===== src/rtl/wdt_steer_pkg.sv =====
package wdt_steer_pkg;
  localparam int DATA_W  = 8;
  localparam int ADDR_W  = 2;
  localparam int MULT_W  = 5;
  localparam int RES_W   = 2;
  localparam int MULT_LO = RES_W;
  localparam int RES_MAX = (1 << RES_W) - 1;
  localparam int CNT_W   = MULT_W + 2 * RES_MAX;

  localparam logic [ADDR_W-1:0] A_CFG  = 2'd0;
  localparam logic [ADDR_W-1:0] A_STAT = 2'd1;
  localparam logic [ADDR_W-1:0] A_CTRL = 2'd2;

  localparam int STEER_BIT = 7;
  localparam int FLAG_BIT  = 7;
  localparam int CTRL_EN   = 6;

  // tick count for a configuration byte: multiplier scaled by 4^resolution
  function automatic logic [CNT_W-1:0] cfg_timeout(input logic [DATA_W-1:0] cfg);
    logic [MULT_W-1:0] mult;
    logic [RES_W-1:0]  res;
    mult = cfg[MULT_LO +: MULT_W];
    res  = cfg[0 +: RES_W];
    return CNT_W'(mult) << (2 * res);
  endfunction
endpackage


===== src/rtl/wdt_countdown.sv =====
module wdt_countdown
  import wdt_steer_pkg::*;
(
  input  logic             clk,
  input  logic             rst_n,
  input  logic             tick,
  input  logic             load,
  input  logic [CNT_W-1:0] load_val,
  output logic             expire,
  output logic             active
);
  logic [CNT_W-1:0] cnt_q;
  logic             act_q;

  // a restart in the same cycle wins over a final tick
  assign expire = act_q & tick & (cnt_q == CNT_W'(1)) & ~load;
  assign active = act_q;

  always_ff @(posedge clk or negedge rst_n) begin
    if (!rst_n) begin
      cnt_q <= '0;
      act_q <= 1'b0;
    end else if (load) begin
      cnt_q <= load_val;
      act_q <= |load_val;
    end else if (tick && act_q) begin
      if (cnt_q == CNT_W'(1)) begin
        cnt_q <= '0;
        act_q <= 1'b0;
      end else begin
        cnt_q <= cnt_q - CNT_W'(1);
      end
    end
  end
endmodule


===== src/rtl/wdt_regfile.sv =====
module wdt_regfile
  import wdt_steer_pkg::*;
(
  input  logic              clk,
  input  logic              rst_n,
  input  logic              wr_cfg,
  input  logic              wr_ctrl,
  input  logic [DATA_W-1:0] wdata,
  input  logic              expire,
  output logic [DATA_W-1:0] cfg_q,
  output logic [DATA_W-1:0] ctrl_q,
  output logic              flag_q
);
  logic steer_hit;
  assign steer_hit = expire & cfg_q[STEER_BIT];

  always_ff @(posedge clk or negedge rst_n) begin
    if (!rst_n) begin
      cfg_q  <= '0;
      ctrl_q <= '0;
      flag_q <= 1'b0;
    end else begin
      if (steer_hit)   cfg_q <= '0;
      else if (wr_cfg) cfg_q <= wdata;

      if (wr_cfg)      flag_q <= 1'b0;
      else if (expire) flag_q <= 1'b1;

      if (wr_ctrl)   ctrl_q <= wdata;
      if (steer_hit) ctrl_q[CTRL_EN] <= 1'b0;
    end
  end
endmodule


===== src/rtl/wdt_action.sv =====
module wdt_action (
  input  logic clk,
  input  logic rst_n,
  input  logic expire,
  input  logic steer,
  output logic irq_pulse,
  output logic reset_req
);
  always_ff @(posedge clk or negedge rst_n) begin
    if (!rst_n) begin
      irq_pulse <= 1'b0;
      reset_req <= 1'b0;
    end else begin
      irq_pulse <= expire & ~steer;
      reset_req <= expire & steer;
    end
  end
endmodule


===== src/rtl/wdt_steer.sv =====
module wdt_steer
  import wdt_steer_pkg::*;
(
  input  logic              clk,
  input  logic              rst_n,
  input  logic              tick_16hz,
  input  logic [ADDR_W-1:0] bus_addr,
  input  logic              bus_wr,
  input  logic              bus_rd,
  input  logic [DATA_W-1:0] bus_wdata,
  output logic [DATA_W-1:0] bus_rdata,
  output logic              irq_pulse,
  output logic              reset_req
);
  logic              wr_cfg, wr_ctrl, rd_stat;
  logic              load_evt, expire_evt, run_active, wd_flag;
  logic [DATA_W-1:0] cfg_q, ctrl_q;
  logic [CNT_W-1:0]  load_val;

  assign wr_cfg   = bus_wr & (bus_addr == A_CFG);
  assign wr_ctrl  = bus_wr & (bus_addr == A_CTRL);
  assign rd_stat  = bus_rd & (bus_addr == A_STAT);
  assign load_evt = wr_cfg | rd_stat;
  assign load_val = cfg_timeout(wr_cfg ? bus_wdata : cfg_q);

  wdt_countdown u_cnt (
    .clk      (clk),
    .rst_n    (rst_n),
    .tick     (tick_16hz),
    .load     (load_evt),
    .load_val (load_val),
    .expire   (expire_evt),
    .active   (run_active)
  );

  wdt_regfile u_regs (
    .clk     (clk),
    .rst_n   (rst_n),
    .wr_cfg  (wr_cfg),
    .wr_ctrl (wr_ctrl),
    .wdata   (bus_wdata),
    .expire  (expire_evt),
    .cfg_q   (cfg_q),
    .ctrl_q  (ctrl_q),
    .flag_q  (wd_flag)
  );

  wdt_action u_act (
    .clk       (clk),
    .rst_n     (rst_n),
    .expire    (expire_evt),
    .steer     (cfg_q[STEER_BIT]),
    .irq_pulse (irq_pulse),
    .reset_req (reset_req)
  );

  always_comb begin
    case (bus_addr)
      A_CFG:   bus_rdata = cfg_q;
      A_STAT:  bus_rdata = DATA_W'(wd_flag) << FLAG_BIT;
      A_CTRL:  bus_rdata = ctrl_q;
      default: bus_rdata = '0;
    endcase
  end
endmodule


===== config.mk =====
export PLATFORM = sky130hd
export DESIGN_NAME = wdt_steer
export DESIGN_NICKNAME = d
export VERILOG_FILES = /design/src/rtl/wdt_steer_pkg.sv /design/src/rtl/wdt_countdown.sv /design/src/rtl/wdt_regfile.sv /design/src/rtl/wdt_action.sv /design/src/rtl/wdt_steer.sv
export SDC_FILE = /design/constraint.sdc
export NUM_CORES = 1
export LEC_CHECK = 0
export ABC_AREA = 1
export BUFFER_PORTS_ARGS = -buffer_cell sky130_fd_sc_hd__buf_4
export CAP_MARGIN = 5
export CORE_AREA = 10 10 61 113
export DETAILED_ROUTE_END_ITERATION = 12
export DIE_AREA = 0 0 71 123
export GPL_TIMING_DRIVEN = 0
export PLACE_DENSITY = 0.64
export SKIP_LAST_GASP = 1
export SLEW_MARGIN = 20
export SYNTH_ARGS = -nofsm -noshare
export SYNTH_HDL_FRONTEND = slang
export SYNTH_SLANG_ARGS = --single-unit

===== constraint.sdc =====
create_clock -name clk -period 2.6 [get_ports clk]
set_clock_uncertainty 0.2 [all_clocks]
set_input_delay 0 -clock clk [delete_from_list [all_inputs] [get_ports clk]]
set_output_delay 0 -clock clk [all_outputs]
set_load 0.02 [all_outputs]

==> reports/metrics.cfg <==
[route]
vias = 1902
route.detailed.drc = 0
antenna_left = 0
drt_iter0_markers = 102
first_pass_iters = 4
wl_um = 5600
wl_per_cell_um = 14.9
viasPerCell = 5.05

[global_routing]
grt_overflow = 0
grt.total_usage_pct = 13.2
grt_pass1_vias = 2058
grt_antenna_before_repair = 0
grt_max_degree = 20
grt_pass1_wl_um = 9280

[logic_synthesis]
seq_area_frac_synth_pct = 39.0
yosys-top-cells-area = dfrtp_1 39%, nand2_1 15%, nand3_1 8.6%
synth.avg_cell_area_sq_um = 7.29
synth_nets = 290
synth_edf_count = 0
syn_inst = 273
synth.ff_latch_count = 31
yosysWarnings = 0
synthFlopType = dfrtp_1
synth_top_area_share_pct = 39.0
yosys.area.top_type = dfrtp_1
synth_cell_types = 32
syn_area_sq_um = 1990
synthArstFlopShare_pct = 100

[critical_path]
critPathBufInv = 4
critPathMaxStageDelay_ns = 1.06
endpoint_kind = asynchronous set/reset pin
r2r_start = u_cnt.cnt_q[6]
r2r_slack_ns = 0.51
worstPathRequired_ns = 2.76
crit_path_start_kind = input pin
cp.arrival_ns = 2.40
r2r_end = u_cnt.cnt_q[7]
path_common_cell = dlygate4sd3_1
cp_max_fo = 19
critPathTopFamily = buffers and inverters
worstPathCellList = dlygate4sd3_1 > dlygate4sd3_1 > buf_4 > dlygate4sd3_1
rr_worst_depth = 8
slowest_stage = dlygate4sd3_1
path_class = in -> async

[placement]
gp_congestion = 0.891
port_buffers = 24
dp_hpwl_um = 4340

[timing]
fmax_mhz = 446
final_hold_viol_count = 0
fin_hold_ws_ns = 0.0224
min_period_over_period_pct = 86.3
final.setup.tns_ns = 0
tightest_slew_ns = 0.706
rsz0062_at_grt = no
min_period_ns = 2.24
finalSetupViolCount = 0
slew_headroom_pct = 52.8
drv_slew = 0

[clock_network]
clock-sinks = 31
clk_latency_ns = 0.30
cts_buffers = 5
clk_path_buf_depth = 2
post-cts-setup-buffers = 0
h-tree-depth = 2
cts_tree = done
clkTransAtPathRegs_ns = 0.07
cts_root_buf = clkbuf_8

[final_layout]
drive_above_1_share_pct = 18.2
syn_to_final_growth_pct = 24.8
fin_util_pct = 48.7
layout_commonest_cell = nand2_1
final_cell_mix = 81 x nand2_1, 38 x inv_1, 34 x nand3_1, 31 x dfrtp_1, 26 x buf_4
fin_nets = 335
diodes = 0

[pwr]
ir_drop_uv = 416
p_per_area_nw_per_um2 = 769
p_leak_uw = 0.00129
power_uw = 1910

[die]
start_util_pct = 39.1
die_h_um = 123
dieArea_sq_um = 8730
rows = 37
die_x_um = 71
coreArea_sq_um = 5090
ios = 25

[outcome]
run_status = completed

[worst_hold_path]
hp-class = in -> reg
worstHoldStart = bus_addr[1]
holdPathStages = 6
worstHoldEndpoint = u_cnt.active

[run]
cap_viol_max_count = 0

[worst max path at each step]
stage                         from               end  slack, ns  cells past startpoint
detailed placement  u_cnt.cnt_q[6]    u_cnt.cnt_q[7]       0.56                      8
global placement    u_cnt.cnt_q[6]    u_cnt.cnt_q[7]       0.57                      8
floorplan           u_cnt.cnt_q[1]    u_cnt.cnt_q[8]       0.98                      9
CTS                          rst_n   u_regs.cfg_q[7]       0.30                      4
global route                 rst_n  u_regs.ctrl_q[6]       0.17                      4
finish                       rst_n  u_regs.ctrl_q[6]       0.36                      4
[flip-flops by register name, summed over array words and instances, names as in the netlist]
signal           cells
u_regs.cfg_q         8
u_regs.ctrl_q        8
u_cnt.active         1
u_regs.flag_q        1
u_act.irq_pulse      1
u_act.reset_req      1
u_cnt.cnt_q         11
[worst register-to-register path, stage by stage (launching register included)]
cell and delay (ns):
dfrtp_1 0.42, nor2_1 0.22, nand2_1 0.16, nor2_1 0.12, nand3_1 0.11, nand2_1 0.24, nand2_1 0.23, nand2_1 0.11
o221ai_1 0.13
[logic make-up after synthesis]
group,Yosys count,synth area share [%]
AND/OR/NAND/NOR,157,37.7
buffers and inverters,45,9.94
AO/OA/AOI/OAI,33,9.94
flip-flops,31,39.0
XOR/XNOR,5,2.20
adder cells (fa/ha/maj),2,1.26
[stage by stage]
step	setup WS, ns	cell area [sq um]	std cells
floorplan	0.982	1990	273
finish	0.356	2480	377
global placement	0.569	2240	355
detailed placement	0.556	2240	355
global route	0.167	2480	377
CTS	0.296	2480	377
[report_power, final]
group | internal, uW | total (uW) | leakage, uW | switching, uW
clock | 241 | 433 | 0.0000515 | 192
sequential | 610 | 700 | 0.000389 | 90.2
combinational | 289 | 776 | 0.000845 | 487
[cell type report]
class / count / area, sq um
fill: 516 / 2610
multi-input combinational: 197 / 1020
sequential: 31 / 776
timing repair buffer: 38 / 320
inverter: 38 / 143
clock buffer: 8 / 100
tap: 58 / 72.6
buffer: 7 / 55.1
[cells in the mapped netlist (3+ instances only)]
| cell | n |
|---|---|
| nand2_1 | 81 |
| o22ai_1 | 3 |
| nand2_4 | 4 |
| nor2_1 | 14 |
| xor2_1 | 5 |
| o21ai_1 | 3 |
| inv_1 | 38 |
| nand3_1 | 34 |
| nand2_2 | 10 |
| dfrtp_1 | 31 |
| o211ai_1 | 3 |
| o21ai_0 | 15 |
| nand3_2 | 3 |
[per-layer routing]
metal / track usage, % / up-vias / routed length (um) / share of wire (%)
met2: 25.2 / 48 / 3120 / 56
met3: 2.73 / 26 / 238 / 4.3
met1: 11.2 / 863 / 1920 / 34
met4: 10.6 / 0 / 321 / 5.7
met5: 0 / - / 0 / 0
li1: - / 965 / - / -
[repair_timing]
item | CTS | global route
hold endpoints to repair | 51 | 0
resized for setup | 0 | 0
hold buffers | 14 | 0
setup endpoints to repair | 0 | 0
Note: power is estimated with default switching activity, not from simulation.
